`src/rtl/twi_pkg.sv`:
```
package twi_pkg;
  typedef enum logic [2:0] {
    ST_IDLE  = 3'd0,
    ST_ADDR  = 3'd1,
    ST_WADDR = 3'd2,
    ST_WDATA = 3'd3,
    ST_RDATA = 3'd4
  } twi_state_e;
endpackage

```
`src/rtl/twi_line_sync.sv`:
```
module twi_line_sync #(
  parameter int STAGES = 2
) (
  input  logic clk,
  input  logic rst,
  input  logic scl_i,
  input  logic sda_i,
  output logic scl_s,
  output logic sda_s,
  output logic scl_rise,
  output logic scl_fall,
  output logic start_evt,
  output logic stop_evt
);
  logic [STAGES-1:0] scl_ff, sda_ff;
  logic scl_d, sda_d;

  always_ff @(posedge clk) begin
    if (rst) begin
      scl_ff <= '1;
      sda_ff <= '1;
      scl_d  <= 1'b1;
      sda_d  <= 1'b1;
    end else begin
      scl_ff <= {scl_ff[STAGES-2:0], scl_i};
      sda_ff <= {sda_ff[STAGES-2:0], sda_i};
      scl_d  <= scl_ff[STAGES-1];
      sda_d  <= sda_ff[STAGES-1];
    end
  end

  assign scl_s     = scl_ff[STAGES-1];
  assign sda_s     = sda_ff[STAGES-1];
  assign scl_rise  = scl_s & ~scl_d;
  assign scl_fall  = ~scl_s & scl_d;
  assign start_evt = scl_s & scl_d & sda_d & ~sda_s;
  assign stop_evt  = scl_s & scl_d & ~sda_d & sda_s;
endmodule

```
`src/rtl/twi_regfile.sv`:
```
module twi_regfile #(
  parameter int AW = 7,
  parameter int DW = 8
) (
  input  logic          clk,
  input  logic          we,
  input  logic [AW-1:0] waddr,
  input  logic [DW-1:0] wdata,
  input  logic [AW-1:0] raddr,
  output logic [DW-1:0] rdata
);
  localparam int DEPTH = 1 << AW;
  logic [DW-1:0] mem [DEPTH];

  always_ff @(posedge clk) begin
    if (we) mem[waddr] <= wdata;
    rdata <= mem[raddr];
  end
endmodule

```
`src/rtl/twi_proto_fsm.sv`:
```
module twi_proto_fsm
  import twi_pkg::*;
#(
  parameter int          AW        = 7,
  parameter int          DW        = 8,
  parameter int          SW        = 3,
  parameter logic [3:0]  TYPE_CODE = 4'b1010
) (
  input  logic          clk,
  input  logic          rst,
  input  logic          scl_s,
  input  logic          sda_s,
  input  logic          scl_rise,
  input  logic          scl_fall,
  input  logic          start_evt,
  input  logic          stop_evt,
  input  logic [SW-1:0] strap_i,
  input  logic          busy_i,
  input  logic [DW-1:0] rd_data,
  output logic [AW-1:0] ptr,
  output logic          sda_oe,
  output logic          wr_stb,
  output logic [AW-1:0] wr_addr,
  output logic [DW-1:0] wr_data
);
  localparam int          CW    = $clog2(DW + 1);
  localparam logic [CW-1:0] BITS = CW'(DW);

  twi_state_e    state;
  logic [CW-1:0] bitcnt;
  logic          ack_ph;
  logic          mack;
  logic [DW-1:0] shreg;
  logic [DW-1:0] txsh;
  logic          addr_hit;

  assign addr_hit = (shreg[DW-1 -: 4] == TYPE_CODE) && (shreg[SW:1] == strap_i);

  always_ff @(posedge clk) begin
    if (rst) begin
      state   <= ST_IDLE;
      bitcnt  <= '0;
      ack_ph  <= 1'b0;
      mack    <= 1'b1;
      shreg   <= '0;
      txsh    <= '0;
      sda_oe  <= 1'b0;
      ptr     <= '0;
      wr_stb  <= 1'b0;
      wr_addr <= '0;
      wr_data <= '0;
    end else begin
      wr_stb <= 1'b0;
      if (busy_i || stop_evt) begin
        state  <= ST_IDLE;
        sda_oe <= 1'b0;
        ack_ph <= 1'b0;
      end else if (start_evt) begin
        state  <= ST_ADDR;
        bitcnt <= '0;
        ack_ph <= 1'b0;
        sda_oe <= 1'b0;
      end else if (state != ST_IDLE) begin
        if (scl_rise) begin
          if (ack_ph) mack <= sda_s;
          else if (bitcnt != BITS) begin
            bitcnt <= bitcnt + 1'b1;
            shreg  <= {shreg[DW-2:0], sda_s};
          end
        end else if (scl_fall) begin
          if (ack_ph) begin
            // end of the ninth clock
            ack_ph <= 1'b0;
            bitcnt <= '0;
            sda_oe <= 1'b0;
            case (state)
              ST_ADDR: begin
                if (shreg[0]) begin
                  state  <= ST_RDATA;
                  txsh   <= rd_data;
                  sda_oe <= ~rd_data[DW-1];
                end else state <= ST_WADDR;
              end
              ST_WADDR: state <= ST_WDATA;
              ST_RDATA: begin
                if (mack) state <= ST_IDLE;
                else begin
                  txsh   <= rd_data;
                  sda_oe <= ~rd_data[DW-1];
                end
              end
              default: state <= state;
            endcase
          end else if (bitcnt == BITS) begin
            // start of the ninth clock
            ack_ph <= 1'b1;
            case (state)
              ST_ADDR: begin
                if (addr_hit) sda_oe <= 1'b1;
                else begin
                  state  <= ST_IDLE;
                  ack_ph <= 1'b0;
                end
              end
              ST_WADDR: begin
                ptr    <= shreg[AW-1:0];
                sda_oe <= 1'b1;
              end
              ST_WDATA: begin
                wr_stb  <= 1'b1;
                wr_addr <= ptr;
                wr_data <= shreg;
                ptr     <= ptr + 1'b1;
                sda_oe  <= 1'b1;
              end
              default: begin
                sda_oe <= 1'b0;
                ptr    <= ptr + 1'b1;
              end
            endcase
          end else if (state == ST_RDATA) begin
            txsh   <= {txsh[DW-2:0], 1'b0};
            sda_oe <= ~txsh[DW-2];
          end
        end
      end
    end
  end

  assert_busy_silent_R9: assert property (@(posedge clk) disable iff (rst)
    $past(busy_i) |-> (!sda_oe && !wr_stb));
  assert_stop_idle_R1: assert property (@(posedge clk) disable iff (rst)
    (stop_evt && !busy_i) |=> (state == ST_IDLE && !sda_oe));
  assert_restart_addr_R8: assert property (@(posedge clk) disable iff (rst)
    (start_evt && !stop_evt && !busy_i) |=> (state == ST_ADDR && bitcnt == '0));
  assert_drive_on_low_R10: assert property (@(posedge clk) disable iff (rst)
    $rose(sda_oe) |-> !$past(scl_s));
  assert_strobe_in_write_R5: assert property (@(posedge clk) disable iff (rst)
    wr_stb |-> ($past(state) == ST_WDATA));
  assert_idle_quiet_R7: assert property (@(posedge clk) disable iff (rst)
    (state == ST_IDLE) |-> !sda_oe);
endmodule

```
`src/rtl/twi_regmem_slave.sv`:
```
module twi_regmem_slave #(
  parameter int         AW          = 7,
  parameter int         DW          = 8,
  parameter int         SW          = 3,
  parameter int         SYNC_STAGES = 2,
  parameter logic [3:0] TYPE_CODE   = 4'b1010
) (
  input  logic          clk,
  input  logic          rst,
  input  logic          scl_i,
  input  logic          sda_i,
  input  logic [SW-1:0] strap_i,
  input  logic          wc_busy_i,
  output logic          sda_oe_o,
  output logic          wr_stb_o,
  output logic [AW-1:0] wr_addr_o,
  output logic [DW-1:0] wr_data_o
);
  logic scl_s, sda_s, scl_rise, scl_fall, start_evt, stop_evt;
  logic [AW-1:0] ptr;
  logic [DW-1:0] rd_data;

  twi_line_sync #(.STAGES(SYNC_STAGES)) sync_i (
    .clk(clk), .rst(rst), .scl_i(scl_i), .sda_i(sda_i),
    .scl_s(scl_s), .sda_s(sda_s), .scl_rise(scl_rise), .scl_fall(scl_fall),
    .start_evt(start_evt), .stop_evt(stop_evt)
  );

  twi_proto_fsm #(.AW(AW), .DW(DW), .SW(SW), .TYPE_CODE(TYPE_CODE)) fsm_i (
    .clk(clk), .rst(rst), .scl_s(scl_s), .sda_s(sda_s),
    .scl_rise(scl_rise), .scl_fall(scl_fall),
    .start_evt(start_evt), .stop_evt(stop_evt),
    .strap_i(strap_i), .busy_i(wc_busy_i), .rd_data(rd_data),
    .ptr(ptr), .sda_oe(sda_oe_o), .wr_stb(wr_stb_o),
    .wr_addr(wr_addr_o), .wr_data(wr_data_o)
  );

  twi_regfile #(.AW(AW), .DW(DW)) mem_i (
    .clk(clk), .we(wr_stb_o), .waddr(wr_addr_o), .wdata(wr_data_o),
    .raddr(ptr), .rdata(rd_data)
  );

  assert_reset_quiet_R11: assert property (@(posedge clk)
    $past(rst) |-> (!sda_oe_o && !wr_stb_o));
endmodule

```
`config.mk`:
```
export PLATFORM = sky130hd
export DESIGN_NAME = twi_regmem_slave
export DESIGN_NICKNAME = d
export VERILOG_FILES = /design/src/rtl/twi_pkg.sv /design/src/rtl/twi_line_sync.sv /design/src/rtl/twi_regfile.sv /design/src/rtl/twi_proto_fsm.sv /design/src/rtl/twi_regmem_slave.sv
export SDC_FILE = /design/constraint.sdc
export NUM_CORES = 1
export LEC_CHECK = 0
export BUFFER_PORTS_ARGS = -buffer_cell sky130_fd_sc_hd__clkbuf_2
export CORE_MARGIN = 10
export CORE_UTILIZATION = 40
export CTS_CLUSTER_DIAMETER = 100
export DETAILED_ROUTE_END_ITERATION = 8
export PLACE_DENSITY = 0.65
export SYNTH_ARGS = -nofsm -noshare
export SYNTH_HDL_FRONTEND = slang
export SYNTH_SLANG_ARGS = --single-unit
```
`constraint.sdc`:
```
create_clock -name clk -period 7.22 [get_ports clk]
set_input_delay 1.444 -clock clk [delete_from_list [all_inputs] [get_ports clk]]
set_output_delay 1.444 -clock clk [all_outputs]
set_load 0.02 [all_outputs]
```
# == Yosys cells after proc, flatten, opt, wreduce, memory -nomap -nowiden ==
# Memories as Yosys holds them, arrays and structs flattened. A register that Yosys moved wholly into a read port is not among the register bits.
# Cells that the tools add are included.
# op_classes
n_addsub,2
eq_ne,19
mux,40
bitwise_logic,21
reduce_logical,30
# op_table
cell,n
2-to-1 mux 7 bit,5
AND reduction 8 bit,4
2-to-1 mux 4 bit,7
one-hot mux 7 bit (2 select lines),2
nonzero test 3 bit,7
2-to-1 mux 3 bit,6
2-to-1 mux 1 bit,17
inequality test 3 bit (second input constant),5
NOT 1 bit,14
AND reduction 6 bit,2
nonzero test 2 bit,6
AND reduction 10 bit,1
AND reduction 5 bit,2
one-hot mux 3 bit (3 select lines),1
== test 4 bit (second input constant),2
OR reduction 8 bit,1
adder 7 x 1 -> 7 bit (second input constant),1
bitwise AND 1 bit,7
== test 3 x 2 -> 1 bit (second input constant),2
adder 4 x 1 -> 4 bit (second input constant),1
inequality test 2 x 1 -> 1 bit (second input constant),2
inequality test 4 x 2 -> 1 bit (second input constant),1
inequality test 4 x 3 -> 1 bit (second input constant),1
inequality test 4 bit (second input constant),1
other kinds (12),14
# totals
regBits,54
mem_bits_rw,1024
in_bits,8
out_inout_bits,17
word_cells,129
n_memories,1
# mem_list
memory,depth,width,rd,rd_clocked_by_memory_dff,wr,line_no,rtl
mem_i.mem,128,8,1,1,1,twi_regfile.sv:13,logic [DW-1:0] mem [DEPTH];

# == Logic depth before layout (Yosys ltp) ==
# logic_depth
depth_word,10
mapped_depth,11
mapped_depth_nobuf,8

# == Hierarchy ==
# A second synthesis with hierarchy kept.
# unflattened
hier_cells,1927
hier_area_um2,42176.7
# by_module_without_submodules
module,n_inst,cells_each,area_each_um2
twi_regfile,1,1630,39615.5
twi_proto_fsm,1,281,2371.0
twi_line_sync,1,16,190.2

# == Worst setup path after synthesis ==
# OpenSTA, ideal clock, no wires.
# synth_path
path_kind,flip-flop to output port
start,register fsm_i.wr_data[0]
end,output port wr_data_o[0]
arrival_time_ns,1.967
required_time_ns,5.776
path_slack_ns,3.809
path_stages_with_launch,1
n_path_buf,0
cell_sequence,dfxtp_1
# synth_lines
item,line_no,rtl
start: declaration,twi_proto_fsm.sv:24,output logic [DW-1:0] wr_data
start signal: assignment,twi_proto_fsm.sv:112,wr_data <= shreg;
end: declaration,twi_regmem_slave.sv:17,output logic [DW-1:0] wr_data_o
# No word-level cell between the ends.

==> results.cfg <==
[clock_network]
htree_levels = 3
clock_sinks = 1086
cts_made_buffers = 110
ctsResizeCount = 0
clock-root-buffer = clkbuf_16
cts_hold_buf = 0
clk_pin_slew_ps = 60
clock_latency_ps = 700
clockBufferDepth = 3
tritoncts = done
post-cts-setup-buffer-count = 0

[power]
p_int_w = 0.0101
power_density_nw_per_um2 = 262
peakVddDrop_mv = 0.190
sw_frac_of_total = 0.193
clockPowerShare = 0.458
p_sw_w = 0.00242
leakage_nw = 12.5
power_frac_comb = 0.001
pwr-share-seq = 0.541

[synth]
synth_top_cell_by_area = edfxtp_1
synth_edf_count = 1024
synth_area_um2 = 42800
yosys-top-cells-area = edfxtp_1, mux4_2, mux2i_1
synth_nets = 2237
yosys_warnings = 0
netlist_instances = 2226
ys_ff_latch = 1086
avgSynthCellArea_um2 = 19.2
synth_top_area_frac = 0.719
ys_types = 67
async_reset_ff_frac = 0
synth_top_flop_cell = edfxtp_1
yosysSeqAreaShare = 0.748

[final_layout]
nFillCells = 8800
fin_nets = 2278
fin_area_um2 = 47900
area_growth_pct = 11.9
post-route-util = 0.453
final_layout_size_suffix_gt1_frac = 0.182

[global_route]
grt_util_met2 = 0.270
grt_pass1_vias = 22000
grt_pass1_wl_um = 151000
grtUsageMet3 = 0.0378
grt.total_usage = 0.167
busiest_layer = met2
grtUsageMet1 = 0.223
antenna_found_initial = 1
grt_max_degree = 93
grt_overflow = 0

[timing]
max_freq_mhz = 244
post-route-period-util = 0.568
fin_skew_ps = 28.0
slew_viol_final = 0
slew_headroom = 0.262
hold_viol_final = 0
rsz0062_at_grt = no
setup_viol = 0
tightest_slew_ps = 1110
period_needed_ps = 4100
tns_ps = 0

[route]
viasPerCell = 5.78
drtPass1Iterations = 5
routed_wl_um = 103000
drcViolationCount = 0
drt_iter0_markers = 2499
avgRoutedWirePerCell_um = 27.3
num_vias = 21700
ant_nets = 0

[critical_path]
critical_path.max_stage_delay_ps = 790
crit_cells = 7
cp_max_fo = 39
rrSetupSlack_ps = 3120
startpoint_type = flop
rr_endpoint = mem_i.rdata[6]$_DFF_P_
worstSetupStartpoint = fsm_i.ptr[2]$_SDFFE_PP0P_
critPathKind = reg2reg
endpoint_kind = flop
cp_cell_sequence = buf_4, and2_1, nand2b_1, o221ai_1, a211oi_1, a211oi_1, o32a_1
cp_top_family = compound AO/OA/AOI/OAI gates
cpMostUsedCell = a211oi_1
critPathSlowestCell = a211oi_1
rr_startpoint = fsm_i.ptr[2]$_SDFFE_PP0P_
arrival_ps = 4730
r2r_cells = 7
required_ps = 7850
critPathBufInv = 1

[floorplanning]
die_area_um2 = 120000
ioPinCount = 25
coreArea_um2 = 106000
fp.dieH_um = 347
num_rows = 119
start_util = 0.405
die_w_um = 347

[hold_path]
hp-class = reg2reg
holdCritStartpoint = sync_i.scl_ff[0]$_SDFF_PP1_
min_to = sync_i.scl_ff[1]$_SDFF_PP1_
worst_hold_path.num_cells = 1

[place]
dpl.hpwl_um = 61400
port_buffers = 24
gp_congestion = 0.802
placed_cell_area_um2 = 44200

[status]
status = completed

[job]
drv_cap = 0
==> cell usage after synthesis (5+ instances only) <==
cell and number:
nor2b_1 17, clkbuf_1 41, or2_2 8, a221oi_1 7
nand3_1 23, buf_6 18, mux4_1 37, buf_2 49
o211ai_1 6, edfxtp_1 1024, nand3b_1 6, o22ai_1 20
a211oi_1 35, buf_12 5, and2_1 6, buf_4 12
a22oi_1 42, a21oi_1 48, a22o_1 16, mux4_2 153
mux2i_1 197, dfxtp_1 62, clkbuf_4 5, mux2_2 7
nand4_1 6, o21ai_0 23, nor2_1 180, o221ai_1 15
nand2b_1 11, nor3_1 14, nand2_1 57, a31oi_1 11
==> cells by family after synthesis <==
logic type / after synthesis / share of synthesized area
compound gates: 258 / 0.0425
xor+xnor: 4 / 0.000819
fa+ha+maj: 3 / 0.000877
buf+inv: 139 / 0.0208
flops: 1086 / 0.748
mux: 394 / 0.151
simple gates: 342 / 0.0361
==> worst register-to-register path, stage by stage, from the launching register on <==
cell and delay, ps:
dfxtp_4 540, buf_4 610, and2_1 790, nand2b_1 550
o221ai_1 450, a211oi_1 80, a211oi_1 790, o32a_1 230
==> sequential cells by signal (all words and copies together), names as in the netlist, 2 cells and up <==
register	count
fsm_i.txsh	7
fsm_i.wr_addr	7
mem_i.rdata	8
fsm_i.state	3
sync_i.sda_ff	2
fsm_i.bitcnt	4
fsm_i.ptr	7
fsm_i.wr_data	8
fsm_i.shreg	8
mem_i.mem	1024
sync_i.scl_ff	2
==> per-stage QoR <==
stage	setup WS [ps]	power [W]	instances	hold WS, ps
final	3120	0.0125	3754	414
after CTS	3140	0.0126	3753	419
after global placement	3190	0.00693	3546	399
after global routing	2960	0.0129	3753	441
after floorplan	3810	0.00693	2226	389
after detailed placement	3160	0.00693	3546	403
==> how the worst max path moves through the flow <==
stage / to / slack, ps
6_report: mem_i.rdata[6]$_DFF_P_ / 3120
4_1_cts: mem_i.rdata[6]$_DFF_P_ / 3140
3_5_place_dp: mem_i.rdata[6]$_DFF_P_ / 3160
3_3_place_gp: mem_i.rdata[6]$_DFF_P_ / 3190
2_1_floorplan: wr_data_o[0] / 3810
5_1_grt: mem_i.rdata[6]$_DFF_P_ / 2960
==> power by group through the flow <==
stage,Sequential (W),Combinational [W],Clock (W)
4_1_cts,0.00678,0.0000154,0.00581
6_report,0.00678,0.0000155,0.00574
5_1_grt,0.00677,0.0000171,0.00608
3_5_place_dp,0.00691,0.0000152,0
2_1_floorplan,0.00692,0.0000110,0
3_3_place_gp,0.00691,0.0000147,0
==> cell type report <==
class,instances,area [µm²],share of cell area
clock buffer,131,2880,0.0602
tap,1391,1740,0.0364
multi-input combinational,1001,9930,0.207
antenna,1,2.50,0.0000523
sequential,1086,32000,0.669
timing repair buffer,65,478,0.00999
clock inverter,76,783,0.0164
inverter,3,11.3,0.000235
==> cell usage in the layout (no fill, tap or decap), types with 20 or more instances in the layout <==
master / instances
edfxtp_1: 1024
mux2i_1: 197
nor2_1: 179
mux4_2: 153
clkbuf_16: 110
nand2_1: 57
dfxtp_1: 50
a21oi_1: 48
a22oi_1: 42
mux4_1: 37
buf_4: 37
a211oi_1: 35
clkinv_2: 27
clkbuf_2: 24
o21ai_0: 23
nand3_1: 21
o22ai_1: 20
clkinv_1: 20
==> metal layers <==
metal,vias to the layer above,part of all wire,wire (µm)
met4,2,0.030,3090
met2,932,0.48,49200
met5,-,0.00013,13
li1,9197,-,-
met1,11400,0.41,41700
met3,191,0.083,8550
(Power assumes the default switching activity.)
